===== config.mk =====
export PLATFORM = sky130hd
export DESIGN_NAME = pwm_out_stage
export DESIGN_NICKNAME = d
export VERILOG_FILES = /design/src/rtl/pwm_out_pkg.sv /design/src/rtl/pwm_arrange.sv /design/src/rtl/pwm_deadtime.sv /design/src/rtl/pwm_override.sv /design/src/rtl/pwm_edge_flags.sv /design/src/rtl/pwm_out_stage.sv
export SDC_FILE = /design/constraint.sdc
export NUM_CORES = 1
export LEC_CHECK = 0
export BUFFER_PORTS_ARGS = -buffer_cell sky130_fd_sc_hd__buf_2
export CAP_MARGIN = 15
export CORE_MARGIN = 8
export CORE_UTILIZATION = 55
export CTS_CLUSTER_SIZE = 20
export DETAILED_ROUTE_END_ITERATION = 7
export HOLD_SLACK_MARGIN = 0.08
export PLACE_DENSITY_LB_ADDON = 0.3
export SLEW_MARGIN = 15
export SYNTH_ARGS = -nofsm -noshare
export SYNTH_HDL_FRONTEND = slang
export SYNTH_SLANG_ARGS = --single-unit

===== constraint.sdc =====
create_clock -name clk -period 3.8 [get_ports clk]
set_clock_uncertainty 0.05 [all_clocks]
set_input_delay 0.57 -clock clk [delete_from_list [all_inputs] [get_ports clk]]
set_output_delay 0.57 -clock clk [all_outputs]
set_load 0.05 [all_outputs]

===== src/rtl/pwm_out_pkg.sv =====
// Shared types for the PWM output stage.
package pwm_out_pkg;
    typedef enum logic [1:0] {
        MODE_INDEP = 2'b00,
        MODE_COMP  = 2'b01,
        MODE_SYNC  = 2'b10,
        MODE_RSVD  = 2'b11
    } pwm_mode_e;
endpackage


===== src/rtl/pwm_arrange.sv =====
// Channel arrangement: applies grouping and derives odd channels from the
// selected mode. Purely combinational; assumes 2*NUM_PAIRS channels with
// channel 0 as the group leader.
module pwm_arrange
    import pwm_out_pkg::*;
#(
    parameter int NUM_PAIRS = 3,
    localparam int NCH = 2 * NUM_PAIRS
) (
    input  pwm_mode_e          mode,
    input  logic               group_en,
    input  logic [NCH-1:0]     raw_ch,
    output logic [NCH-1:0]     arr_ch
);
    // Build each pair's even and odd level from mode and group setting.
    always_comb begin
        for (int p = 0; p < NUM_PAIRS; p++) begin
            arr_ch[2*p] = (group_en && p != 0) ? raw_ch[0] : raw_ch[2*p];
            case (mode)
                MODE_COMP: arr_ch[2*p+1] = ~arr_ch[2*p];
                MODE_SYNC: arr_ch[2*p+1] =  arr_ch[2*p];
                default:   arr_ch[2*p+1] =  raw_ch[2*p+1];
            endcase
        end
    end
endmodule


===== src/rtl/pwm_deadtime.sv =====
// Dead-time inserter for one pair: each output rises only after its input
// has been high for dead_count cycles; falls pass at once. When en is low
// the inputs pass straight through. Assumes inputs are complementary
// whenever en is high.
module pwm_deadtime #(
    parameter int DT_W = 11
) (
    input  logic            clk,
    input  logic            rst_n,
    input  logic            en,
    input  logic [DT_W-1:0] dead_count,
    input  logic [1:0]      sig_in,
    output logic [1:0]      sig_out
);
    logic [DT_W-1:0] hold_q [2];

    for (genvar s = 0; s < 2; s++) begin : g_sig
        // Count cycles the input has stayed high, saturating at dead_count.
        always_ff @(posedge clk) begin
            if (!rst_n)
                hold_q[s] <= '0;
            else if (!sig_in[s])
                hold_q[s] <= '0;
            else if (hold_q[s] < dead_count)
                hold_q[s] <= hold_q[s] + 1'b1;
        end

        // Gate the rising edge until the hold count is reached.
        assign sig_out[s] = en ? (sig_in[s] && (hold_q[s] >= dead_count))
                               : sig_in[s];

        // with a nonzero count an output can only rise after a high input cycle
        a_r6_rise_after_high: assert property (@(posedge clk) disable iff (!rst_n)
            (en && dead_count != '0 && $rose(sig_out[s])) |-> $past(sig_in[s]))
            else $error("dead-time output rose without prior high input");
    end

    // complementary inputs never yield both outputs high
    a_r5_pair_exclusive: assert property (@(posedge clk) disable iff (!rst_n)
        (en && (sig_in[0] ^ sig_in[1])) |-> !(sig_out[0] && sig_out[1]))
        else $error("both outputs of a pair high under dead-time");
endmodule


===== src/rtl/pwm_override.sv =====
// Per-channel override chain: mask, then brake level, then polarity.
// Purely combinational; assumes the brake condition is already conditioned.
module pwm_override #(
    parameter int NCH = 6
) (
    input  logic [NCH-1:0] ch_in,
    input  logic [NCH-1:0] mask_en,
    input  logic [NCH-1:0] mask_data,
    input  logic           brake_active,
    input  logic [NCH-1:0] brake_level,
    input  logic [NCH-1:0] polarity,
    output logic [NCH-1:0] ch_out
);
    logic [NCH-1:0] masked;
    logic [NCH-1:0] braked;

    // Apply the three overrides in fixed order for every channel.
    always_comb begin
        for (int n = 0; n < NCH; n++) begin
            masked[n] = mask_en[n] ? mask_data[n] : ch_in[n];
            braked[n] = brake_active ? brake_level[n] : masked[n];
            ch_out[n] = braked[n] ^ polarity[n];
        end
    end
endmodule


===== src/rtl/pwm_edge_flags.sv =====
// Sticky edge flags on the even pins with selectable edge and write-one
// clear; a new edge wins over a clear in the same cycle. Assumes pins are
// registered outputs.
module pwm_edge_flags #(
    parameter int NE = 3
) (
    input  logic          clk,
    input  logic          rst_n,
    input  logic [NE-1:0] pin_even,
    input  logic [NE-1:0] edge_type,
    input  logic [NE-1:0] edge_clr,
    input  logic [NE-1:0] edge_irq_en,
    output logic [NE-1:0] edge_flag,
    output logic          edge_irq
);
    logic [NE-1:0] prev_q;
    logic [NE-1:0] hit;

    // Remember the last pin level for edge detection.
    always_ff @(posedge clk) begin
        if (!rst_n) prev_q <= '0;
        else        prev_q <= pin_even;
    end

    // Detect the selected edge on each watched pin.
    always_comb begin
        for (int i = 0; i < NE; i++)
            hit[i] = edge_type[i] ? (pin_even[i] && !prev_q[i])
                                  : (!pin_even[i] && prev_q[i]);
    end

    // Set on edge, clear on write-one, edge taking priority.
    always_ff @(posedge clk) begin
        if (!rst_n) edge_flag <= '0;
        else        edge_flag <= (edge_flag & ~edge_clr) | hit;
    end

    assign edge_irq = |(edge_flag & edge_irq_en);

    for (genvar i = 0; i < NE; i++) begin : g_chk
        // a clear with no coincident edge drops the flag
        a_r12_clear_drops: assert property (@(posedge clk) disable iff (!rst_n)
            (edge_clr[i] && (pin_even[i] == prev_q[i])) |=> !edge_flag[i])
            else $error("edge flag survived a clear");
    end
endmodule


===== src/rtl/pwm_out_stage.sv =====
// Top of the PWM output stage: arrangement, per-pair dead-time, override
// chain and one output register, plus edge flags on even pins. Assumes
// brake_active is synchronous to clk.
module pwm_out_stage
    import pwm_out_pkg::*;
#(
    parameter int NUM_PAIRS = 3,
    parameter int DT_W      = 11,
    localparam int NCH      = 2 * NUM_PAIRS
) (
    input  logic                 clk,
    input  logic                 rst_n,
    input  logic [1:0]           mode,
    input  logic                 group_en,
    input  logic [NCH-1:0]       raw_ch,
    input  logic [DT_W-1:0]      dead_count,
    input  logic [NUM_PAIRS-1:0] dead_en,
    input  logic [NCH-1:0]       mask_en,
    input  logic [NCH-1:0]       mask_data,
    input  logic                 brake_active,
    input  logic [NCH-1:0]       brake_level,
    input  logic [NCH-1:0]       polarity,
    input  logic [NUM_PAIRS-1:0] edge_type,
    input  logic [NUM_PAIRS-1:0] edge_clr,
    input  logic [NUM_PAIRS-1:0] edge_irq_en,
    output logic [NCH-1:0]       pin_out,
    output logic [NUM_PAIRS-1:0] edge_flag,
    output logic                 edge_irq
);
    pwm_mode_e            mode_e;
    logic [NCH-1:0]       arr_ch;
    logic [NCH-1:0]       dt_ch;
    logic [NCH-1:0]       pin_d;
    logic [NUM_PAIRS-1:0] pin_even;

    assign mode_e = pwm_mode_e'(mode);

    pwm_arrange #(.NUM_PAIRS(NUM_PAIRS)) arrange_i (
        .mode     (mode_e),
        .group_en (group_en),
        .raw_ch   (raw_ch),
        .arr_ch   (arr_ch)
    );

    for (genvar p = 0; p < NUM_PAIRS; p++) begin : g_pair
        logic dt_act;
        assign dt_act = dead_en[p] && (mode_e == MODE_COMP);

        pwm_deadtime #(.DT_W(DT_W)) dt_i (
            .clk        (clk),
            .rst_n      (rst_n),
            .en         (dt_act),
            .dead_count (dead_count),
            .sig_in     (arr_ch[2*p+1:2*p]),
            .sig_out    (dt_ch[2*p+1:2*p])
        );

        assign pin_even[p] = pin_out[2*p];
    end

    pwm_override #(.NCH(NCH)) override_i (
        .ch_in        (dt_ch),
        .mask_en      (mask_en),
        .mask_data    (mask_data),
        .brake_active (brake_active),
        .brake_level  (brake_level),
        .polarity     (polarity),
        .ch_out       (pin_d)
    );

    // Register the final pin levels.
    always_ff @(posedge clk) begin
        if (!rst_n) pin_out <= '0;
        else        pin_out <= pin_d;
    end

    pwm_edge_flags #(.NE(NUM_PAIRS)) edges_i (
        .clk         (clk),
        .rst_n       (rst_n),
        .pin_even    (pin_even),
        .edge_type   (edge_type),
        .edge_clr    (edge_clr),
        .edge_irq_en (edge_irq_en),
        .edge_flag   (edge_flag),
        .edge_irq    (edge_irq)
    );

    // a brake cycle drives brake level through polarity on the next clock
    a_r9_brake_level: assert property (@(posedge clk) disable iff (!rst_n)
        brake_active |=> (pin_out == $past(brake_level ^ polarity)))
        else $error("brake level not at pins");

    // a flag on channel 0 rises only after its pin changed
    a_r11_flag_needs_edge: assert property (@(posedge clk) disable iff (!rst_n)
        $rose(edge_flag[0]) |-> ($past(pin_out[0]) != $past(pin_out[0], 2)))
        else $error("edge flag set without a pin edge");
endmodule


Yosys cells after proc, flatten, opt, wreduce, memory -nomap -nowiden
Memory sizes are Yosys's and may differ from the RTL's.
Index checks and enable logic that the tools add are counted.
{"block": "totals", "register_bits": 12, "ramBits": 66, "in_bits": 59, "output_inout_bits": 10, "n_memories": 3}
{"name": "g_pair[0].dt_i.hold_q", "words": 2, "width": 11, "rd": 2, "rd_ports_with_merged_regs": 0, "wr": 2, "line_no": "pwm_deadtime.sv:15", "source": "logic [DT_W-1:0] hold_q [2];"}
{"name": "g_pair[1].dt_i.hold_q", "words": 2, "width": 11, "rd": 2, "rd_ports_with_merged_regs": 0, "wr": 2, "line_no": "pwm_deadtime.sv:15"}
{"name": "g_pair[2].dt_i.hold_q", "words": 2, "width": 11, "rd": 2, "rd_ports_with_merged_regs": 0, "wr": 2, "line_no": "pwm_deadtime.sv:15"}
{"block": "op_classes", "n_addsub": 6, "magnitude_cmp": 12, "eq_ne": 2, "mux": 81, "n_bitwise": 25, "reduce_logical": 22}
{"op": "$mux W11", "n": 12}
{"op": "$add A11 B1 Y11 const B", "n": 6}
{"op": "$ge A11 B11 Y1", "n": 6}
{"op": "$lt A11 B11 Y1", "n": 6}
{"op": "$mux W1", "n": 66}
{"op": "$logic_and A1 B1 Y1", "n": 15}
{"op": "$or A1 B1 Y1", "n": 12}
{"op": "$and A3 B3 Y3", "n": 2}
{"op": "$logic_not A1 Y1", "n": 6}
{"op": "$pmux W1 S2", "n": 3}
{"op": "$xor A1 B1 Y1", "n": 6}
{"op": "$not A1 Y1", "n": 3}
{"op": "$not A3 Y3", "n": 1}
{"op": "$or A3 B3 Y3", "n": 1}
{"op": "$reduce_or A3 Y1", "n": 1}
{"op": "$eq A2 B1 Y1 const B", "n": 1}
{"op": "$eq A2 B2 Y1 const B", "n": 1}

Depth between registers and ports, before layout
Gate-level depths: netlist (run 1).
{"block": "depth", "word_depth": 8, "mapped_depth": 9}

Cells and area by module
From an unflattened synthesis (run 1), not the netlist that was laid out.
{"block": "hier_totals", "cells_unflattened": 594, "area_unflattened_um2": 5750.5}
{"module": "pwm_deadtime", "instances": 3, "cells_per_inst": 171, "area_each_um2": 1666.6}
{"module": "pwm_edge_flags", "instances": 1, "cells_per_inst": 23, "area_each_um2": 246.5}
{"module": "pwm_override", "instances": 1, "cells_per_inst": 25, "area_each_um2": 196.4}
{"module": "pwm_out_stage", "instances": 1, "cells_per_inst": 15, "area_each_um2": 183.9}
{"module": "pwm_arrange", "instances": 1, "cells_per_inst": 18, "area_each_um2": 123.9}

Worst setup path after synthesis (run 1)
OpenSTA, ideal clock, no wires.
{"block": "synth_path", "path_type": "input -> register", "startpoint": "in dead_count[8]", "endpoint": "mem g_pair[1].dt_i.hold_q[1][0] (enable)", "setup_time_ns": 0.353, "arrival_time_ns": 2.043, "required_time_ns": 3.397, "setup_slack_ns": 1.354, "cell_stages": 6, "cell_sequence": "inv_1 ha_1 a211oi_1 o21bai_1 a211oi_1 nand2b_1"}
{"element": "start: declaration", "line_no": "pwm_out_stage.sv:16", "source": "input logic [DT_W-1:0] dead_count,"}
{"element": "end: declaration", "line_no": "pwm_deadtime.sv:15"}

==> results of run 1 <==
[worst register-to-register path, delay by kind of cell (launching register included)]
family                     cells  cell delay, ns
AOI/OAI and AO/OA              3            0.85
and+or+nand+nor                1            0.53
DFF                            1            0.46
adders and majority gates      1            0.33
[per-stage QoR]
step	power (mW)	util [%]
final	1.93	63.9
after global routing	2.00	63.9
after CTS	1.93	63.9
after detailed placement	1.23	61.5
after global placement	1.22	61.5
after floorplan	1.13	-
[routing by layer]
metal  routed length [um]  global-route usage [%]  up-vias
met1                 5600                    24.7     2159
met4                  478                    12.0        0
met3                  861                    3.67       32
li1                     -                       -     2216
met2                 6740                    36.0      124
met5                    0                       0        -
[cell usage in the layout, fill, tap and decap left out, drive strengths merged, types with 3 or more instances in the layout]
| master | instances |
|---|---|
| edfxtp | 66 |
| xnor2 | 27 |
| inv | 31 |
| o21ai | 21 |
| mux2i | 5 |
| a21oi | 27 |
| nor2 | 95 |
| buf | 68 |
| nor2b | 9 |
| nand2b | 5 |
| nor3 | 10 |
| nand3 | 36 |
| a31oi | 3 |
| o21a | 5 |
| dfxtp | 12 |
| a211oi | 10 |
| nor4 | 3 |
| ha | 74 |
| and3 | 18 |
| nand3b | 4 |
| a21o | 3 |
| and2 | 5 |
| xor2 | 30 |
| nand4 | 9 |
| a221oi | 4 |
| nand2 | 46 |
| clkbuf | 14 |
[power by group]
part | internal [mW] | switching [mW]
registers | 0.936 | 0.0171
clock network | 0.401 | 0.313
logic | 0.0947 | 0.167
[state kept, by name, summed over array words and instances, names as in the netlist]
signal and flops:
pin_out 6, edges_i.edge_flag 3, edges_i.prev_q 3, g_pair.dt_i.hold_q 66
[synth_stat cells (all sizes together), types with 5 or more instances]
master / count / share of area (%)
nor2: 95 / 6.5
ha: 74 / 17
edfxtp: 66 / 36
nand2: 46 / 3.2
nand3: 36 / 3.3
inv: 31 / 2.1
xor2: 30 / 4.8
a21oi: 27 / 2.4
xnor2: 27 / 4.3
o21ai: 21 / 1.9
and3: 18 / 2.1
dfxtp: 12 / 4.3
a211oi: 10 / 1.4
nor3: 10 / 1.1
nand4: 9 / 1.0
nor2b: 9 / 1.1
and2: 5 / 0.57
mux2i: 5 / 1.0
nand2b: 5 / 0.57
o21a: 5 / 0.68
[path summary, 6_finish.rpt]
path	startpoint	to	slack, ns
worst min register to register	edges_i.prev_q[0]$_SDFF_PN0_	edges_i.edge_flag[0]$_SDFF_PN0_	0.45
worst max-delay path	dead_count[8]	g_pair[2].dt_i.hold_q[1][3]$_SDFFCE_PN0P_	1.12
worst max register to register	g_pair[2].dt_i.hold_q[1][8]$_SDFFCE_PN0P_	g_pair[2].dt_i.hold_q[1][3]$_SDFFCE_PN0P_	1.22
worst min-delay path	polarity[3]	pin_out[3]$_SDFF_PN0_	0.40
[layout make-up]
type                    instances  area share [%]
clock inverters                 2           0.561
multi-input cells             464            50.8
flip-flops and latches         78            35.6
inverters                      31            1.86
repair buffers                 68            5.45
well taps                     133            2.66
clock buffers                  14            3.13
[cells by family after synthesis]
kind of cell / share of synthesized area [%]
simple gates: 20.9
compound gates: 9.19
flops: 40.2
fa+ha+maj: 16.8
xor+xnor: 9.03
buf+inv: 2.44
mux: 1.45
==> flow_summary_export.csv, run 1 <==
group,metric,value,unit
outcome,status,"finished clean",
synth,syn_inst,577,
die,initial_core_util,56.5,%
final_layout,design_area,0.00624,mm2
detailed_routing,dr.pass1.iters,5,
setup_path,crit_arrival,2.63,ns
die,dieArea,0.0135,mm2
clocking,cts_tree,"yes",
clocking,post-cts-setup-buffer-count,0,
synth,synthArstFlopShare,0,%
final_layout,final_cell_count_no_fill,790,
clocking,ctsHoldBuffers,0,
grt,grt_max_degree,14,
detailed_routing,first_iter_violations,306,
detailed_routing,route.detailed.drc,0,
min_path,hold_class,"in2reg",
timing,fin_crit,2.68,ns
synth,syn-cell-area,0.00553,mm2
clocking,post_cts_resize_count,0,
grt,first_global_vias,4570,
detailed_routing,num_vias,4531,
pwr,power_density,309,mW/mm2
clocking,numCtsBuffers,9,
clocking,htreeDepth,3,
placement,post-place-ws,0.823,ns
timing,slew_viol_final,0,
synth,synth_ff_type,"edfxtp_1",
grt,grt_pass1_wl,22.1,mm
setup_path,path_class,"in2reg",
die,pin_count,69,
synth,synth_seq_cells,78,
die,core_area,0.00977,mm2
timing,setup_violations,0,
setup_path,slowest_stage,"nand2b_1",
job,max_cap_viol_count,0,
setup_path,cp_max_fo,11,
setup_path,critPathBufInv,2,
final_layout,fill_cells,814,
clocking,cts_buffer_depth,2,
grt,grt_overflow,0,
placement,placed_cells,774,
setup_path,critPathMaxStageDelay,0.53,ns
grt,grtUsageTotal,21.2,%
pwr,p_leak,2.78,nW
timing,fmax,374,MHz
grt,antenna_found_initial,0,
clocking,clk_latency,0.37,ns
placement,postPlaceCellArea,0.00601,mm2
synth,synth.avg_cell_area,9.58,um2
final_layout,nets,785,
timing,hold_viol,0,
synth,syn_nets,710,
final_layout,seq_area,0.00222,mm2
placement,portBuffers,68,
clocking,cts_root_buffer,"clkbuf_8",
setup_path,cp-end-kind,"flip-flop",
synth,synth-edff-count,66,
synth,synth_cell_types,45,
die,rows,36,
setup_path,worst-path-stages,7,
final_layout,multi_input_area,0.00317,mm2
setup_path,rr_worst_depth,5,
die,die_y,116,um
detailed_routing,postRouteAntennaNets,0,
placement,hpwl,10.5,mm
setup_path,cpMostUsedCell,"a211oi_1",
placement,gp_congestion,0.860,
setup_path,required,3.75,ns
timing,whs,0.399,ns
die,die_width,116,um
detailed_routing,avgViaCountPerCell,5.74,
min_path,hold_depth,3,
timing,setup_ws,1.12,ns
final_layout,num_antenna_cells,0,
timing,grt_setup_unrepaired,"false",
detailed_routing,wirelength,13.7,mm
synth,seq_area_frac_synth,40.2,%
pwr,ir_drop,0.164,mV
timing,setup_tns,0,ns
synth,yosys_warnings,0,
final_layout,drive_gt1_share,14.3,%
setup_path,cp_top_family,"compound AO/OA/AOI/OAI gates",
setup_path,cp_cell_sequence,"buf_2, inv_1, ha_1, a211oi_1, o21bai_1, a211oi_1, nand2b_1",
detailed_routing,wire_per_inst,17.3,um
clocking,clock-sinks,78,
timing,tightest_slew,0.586,ns
timing,finalCritPeriodShare,70.4,%
clocking,cts.clk_slew.worst_paths,0.08,ns
setup_path,worst_setup_path_start_kind,"primary input",
final_layout,area_growth,13.0,%
timing,relSlewSlack,60.9,%
(Power assumes the default switching activity.)
==> run 2, diff against run 1 <==
- CORE_UTILIZATION: 55 -> 53
- clock period: 3.8 -> 2.4 ns (I/O delays scaled with it)
==> flow_summary_export.csv, run 2 (synthesis gave the netlist of run 1 again) <==
group,metric,value,unit
clocking,htreeDepth,3,
clocking,cts_buffer_depth,2,
pwr,ir_drop,0.306,mV
timing,hold_viol,0,
die,die_y,118,um
detailed_routing,first_iter_violations,322,
final_layout,area_growth,18.1,%
die,pin_count,69,
final_layout,fill_cells,842,
detailed_routing,wire_per_inst,17.8,um
detailed_routing,postRouteAntennaNets,0,
grt,grt_pass1_wl,23.3,mm
setup_path,rr_worst_depth,7,
detailed_routing,dr.pass1.iters,5,
grt,grtUsageTotal,20.8,%
setup_path,r2r_slack,0.09,ns
pwr,fin_total_pwr,3.11,mW
detailed_routing,route.detailed.drc,0,
clocking,numCtsBuffers,9,
setup_path,cp_max_fo,10,
timing,fmax,432,MHz
final_layout,final_cell_mix,"95 x nor2_1, 74 x ha_1, 68 x buf_2",
min_path,hold_depth,3,
pwr,p_leak,2.94,nW
final_layout,nets,812,
final_layout,largest_reg_flops,66,
die,core_area,0.0102,mm2
grt,first_global_vias,4694,
final_layout,top_register,"g_pair.dt_i.hold_q",
min_path,hold_class,"in2reg",
die,rows,37,
final_layout,layout_commonest_cell,"nor2_1",
timing,slew_viol_final,0,
setup_path,worst_setup_path_start_kind,"flip-flop",
clocking,cts_root_buffer,"clkbuf_8",
final_layout,final_cell_count_no_fill,821,
pwr,power_density,477,mW/mm2
clocking,post-cts-setup-buffer-count,0,
die,initial_core_util,54.0,%
timing,relSlewSlack,66.4,%
placement,hpwl,11.6,mm
placement,placed_cells,804,
detailed_routing,avgViaCountPerCell,5.76,
timing,grt_setup_unrepaired,"false",
timing,finalCritPeriodShare,96.3,%
die,dieArea,0.0140,mm2
timing,tightest_slew,0.504,ns
die,die_width,118,um
clocking,cts.clk_slew.worst_paths,0.08,ns
clocking,clock-sinks,78,
clocking,ctsHoldBuffers,0,
clocking,cts_tree,"yes",
grt,grt_max_degree,13,
setup_path,cp-end-kind,"flip-flop",
timing,setup_violations,0,
placement,gp_congestion,0.883,
setup_path,required,2.56,ns
detailed_routing,num_vias,4728,
final_layout,reg.largest.list,"g_pair.dt_i.hold_q x66, pin_out x6",
grt,antenna_found_initial,1,
setup_path,path_class,"reg2reg",
detailed_routing,wirelength,14.6,mm
outcome,status,"finished clean",
final_layout,drive_gt1_share,18.1,%
timing,fin_crit,2.31,ns
setup_path,crit_arrival,2.48,ns
clocking,clk_latency,0.36,ns
job,max_cap_viol_count,0,
placement,portBuffers,68,
grt,grt_overflow,0,
[run 2: final cells by class]
cell class | instances | area, um2 | area share (%)
multi-input combinational | 464 | 3180 | 48.7
antenna | 1 | 2.50 | 0.0383
sequential | 78 | 2220 | 34.0
timing repair buffer | 95 | 606 | 9.28
clock buffer | 13 | 169 | 2.59
clock inverter | 3 | 65.1 | 0.997
inverter | 31 | 116 | 1.78
tap | 136 | 170 | 2.61
[run 2: final timing paths]
| path | endpoint | start |
|---|---|---|
| worst min-delay path | pin_out[3]$_SDFF_PN0_ | polarity[3] |
| worst min register to register | edges_i.edge_flag[0]$_SDFF_PN0_ | edges_i.prev_q[0]$_SDFF_PN0_ |
| worst max-delay path | g_pair[2].dt_i.hold_q[1][8]$_SDFFCE_PN0P_ | g_pair[2].dt_i.hold_q[1][8]$_SDFFCE_PN0P_ |
| worst max register to register | g_pair[2].dt_i.hold_q[1][8]$_SDFFCE_PN0P_ | g_pair[2].dt_i.hold_q[1][8]$_SDFFCE_PN0P_ |
[run 2: timing repair]
action                                  in CTS  in global routing
gates resized for setup                      0                  2
hold endpoints to repair                     0                  0
endpoints found under the setup margin       0                 15
[run 2: critical path, stage by stage, from the launching register on]
cell and delay (ns):
edfxtp_1 0.45, ha_1 0.33, a211oi_1 0.28, o21bai_1 0.13, a211oi_1 0.39, buf_4 0.21
nand2_2 0.15, nor2_1 0.18
[run 2: power by group]
group	leakage [nW]	internal, mW	switching, mW
registers	0.909	1.48	0.0288
logic	1.91	0.170	0.271
clock network	0.120	0.670	0.490
total	2.94	2.32	0.790
[run 2: per-stage QoR]
step                util, %  setup TNS [ns]  worst slack, ns  area (um2)  hold slack (ns)
floorplan                 -               0            0.164        5530            0.419
global placement       61.4               0           0.0909        6280            0.425
detailed placement     61.4         -0.0942          -0.0150        6280            0.441
CTS                    63.7               0            0.119        6520            0.185
global route           63.8               0           0.0169        6530            0.190
finish                 63.8               0           0.0877        6530            0.193
[run 2: layer usage]
layer	track usage, %	routed length [um]
met5	0	0
met3	5.08	783
met2	36.0	7320
met1	23.6	5990
met4	9.69	510
==> run 3, diff against run 2 <==
- CELL_PAD_IN_SITES_DETAIL_PLACEMENT: not set -> 1
- CELL_PAD_IN_SITES_GLOBAL_PLACEMENT: not set -> 2
- CORE_UTILIZATION: 53 -> 34
==> flow_summary_export.csv, run 3 (synthesis gave the netlist of run 1 again) <==
group,metric,value,unit
final_layout,top_register,"g_pair.dt_i.hold_q",
timing,relSlewSlack,57.7,%
timing,finalCritPeriodShare,95.2,%
placement,post-place-ws,-0.0851,ns
clocking,cts_tree,"yes",
setup_path,r2r_slack,0.12,ns
detailed_routing,postRouteAntennaNets,0,
outcome,status,"finished clean",
die,pin_count,69,
setup_path,cp_max_fo,7,
clocking,cts_buffer_depth,2,
setup_path,worst_setup_path_start_kind,"flip-flop",
timing,slew_viol_final,0,
timing,setup_violations,0,
timing,setup_ws,0.116,ns
clocking,clock-sinks,78,
final_layout,fill_cells,1850,
detailed_routing,avgViaCountPerCell,5.17,
timing,grt_setup_unrepaired,"false",
die,dieArea,0.0206,mm2
detailed_routing,dr.pass1.iters,4,
pwr,power_density,525,mW/mm2
detailed_routing,wire_per_inst,18.9,um
clocking,post-cts-setup-buffer-count,0,
die,core_area,0.0159,mm2
placement,hpwl,13.5,mm
detailed_routing,first_iter_violations,186,
clocking,clk_latency,0.34,ns
final_layout,largest_reg_flops,66,
grt,grt_pass1_wl,27.3,mm
setup_path,path_class,"reg2reg",
die,rows,46,
setup_path,cp-end-kind,"flip-flop",
job,max_cap_viol_count,0,
setup_path,crit_arrival,2.33,ns
detailed_routing,route.detailed.drc,0,
setup_path,cp_cell_sequence,"ha_1, nand2_1, nor4_1, o21ai_0, nand3_1, buf_4, a21oi_1",
setup_path,required,2.44,ns
timing,tightest_slew,0.634,ns
grt,first_global_vias,5142,
die,initial_core_util,34.8,%
timing,fmax,438,MHz
final_layout,final_core_util,42.7,%
final_layout,final_cell_mix,"95 x nor2_1, 74 x ha_1, 68 x buf_2",
setup_path,slowest_stage,"edfxtp_1",
placement,portBuffers,68,
final_layout,area_growth,22.8,%
grt,grt_overflow,0,
pwr,ir_drop,0.340,mV
final_layout,nets,815,
min_path,hold_depth,3,
setup_path,rr_worst_depth,7,
setup_path,worst-path-stages,7,
detailed_routing,num_vias,4664,
grt,grtUsageTotal,17.4,%
clocking,htreeDepth,3,
final_layout,layout_commonest_cell,"nor2_1",
timing,hold_viol,0,
die,die_width,143,um
die,die_y,143,um
final_layout,reg.largest.list,"g_pair.dt_i.hold_q x66, pin_out x6",
final_layout,drive_gt1_share,18.6,%
setup_path,cp_top_family,"simple AND/OR/NAND/NOR gates",
grt,grt_max_degree,14,
final_layout,seq_area,0.00222,mm2
setup_path,critPathMaxStageDelay,0.47,ns
timing,fin_crit,2.28,ns
clocking,cts_root_buffer,"clkbuf_16",
final_layout,multi_input_area,0.00318,mm2
clocking,numCtsBuffers,9,
pwr,p_leak,3.01,nW
placement,gp_congestion,0.841,
setup_path,critPathBufInv,1,
final_layout,num_antenna_cells,0,
detailed_routing,wirelength,17.0,mm
grt,antenna_found_initial,0,
clocking,cts.clk_slew.worst_paths,0.06,ns
min_path,hold_class,"in2reg",
run 3: cell types whose count changed in the layout (fill, tap and decap cells not counted):
cell        previous run  this run
diode_2                1         0
buf_12                 5         7
buf_4                 22        23
nor4_2                 0         1
nor4_1                 3         2
clkinvlp_4             0         2
clkbuf_16              0         9
bufinv_16              2         3
clkbuf_8              12         0
run 3: metal layers:
metal,wire length (um),part of all wire [%],global-route usage (%),vias up
met4,603,3.5,8.30,0
li1,-,-,-,2279
met1,7480,44,20.7,2279
met3,629,3.7,3.28,31
met2,8330,49,29.6,75
met5,0,0,0,-
run 3: worst register-to-register path, delay by kind of cell (launching register included):
| family | cells | cell delay (ns) |
|---|---|---|
| AO/OA/AOI/OAI | 2 | 0.32 |
| adder cells (fa/ha/maj) | 1 | 0.34 |
| buffers and inverters | 1 | 0.17 |
| flip-flops | 1 | 0.47 |
| AND/OR/NAND/NOR | 3 | 0.68 |
run 3: final cells by class:
cell class              instances  area share, %
repair buffers                 98           9.63
multi-input cells             464           46.9
inverters                      31           1.72
clock inverters                 6           1.62
clock buffers                  10           3.38
well taps                     216           3.98
flip-flops and latches         78           32.8
run 3: path summary, 6_finish.rpt:
kind                                        startpoint                                         end
min reg2reg               edges_i.prev_q[0]$_SDFF_PN0_             edges_i.edge_flag[0]$_SDFF_PN0_
min                                        polarity[3]                       pin_out[3]$_SDFF_PN0_
max          g_pair[2].dt_i.hold_q[0][8]$_SDFFCE_PN0P_  g_pair[2].dt_i.hold_q[0][10]$_SDFFCE_PN0P_
max reg2reg  g_pair[2].dt_i.hold_q[0][8]$_SDFFCE_PN0P_  g_pair[2].dt_i.hold_q[0][10]$_SDFFCE_PN0P_
run 3: timing repair:
action	CTS	global route
setup endpoints to repair	0	22
gates resized for setup	0	3
hold buffers	0	0
hold endpoints to repair	0	0
run 3: power by group:
group	switching, mW	total (mW)	internal [mW]
registers	0.0285	1.51	1.48
logic	0.286	0.460	0.174
clock network	0.573	1.59	1.02
total	0.888	3.56	2.67
run 3: stage by stage:
| step | hold WS, ns | std cells | area, um2 | power, mW | setup TNS [ns] |
|---|---|---|---|---|---|
| 2_1_floorplan | 0.419 | 577 | 5530 | 1.80 | 0 |
| 3_3_place_gp | 0.428 | 887 | 6430 | 1.98 | -0.569 |
| 3_5_place_dp | 0.449 | 887 | 6430 | 2.01 | -2.16 |
| 4_1_cts | 0.207 | 903 | 6770 | 3.61 | 0 |
| 5_1_grt | 0.235 | 903 | 6780 | 3.70 | 0 |
| 6_report | 0.216 | 903 | 6780 | 3.56 | 0 |
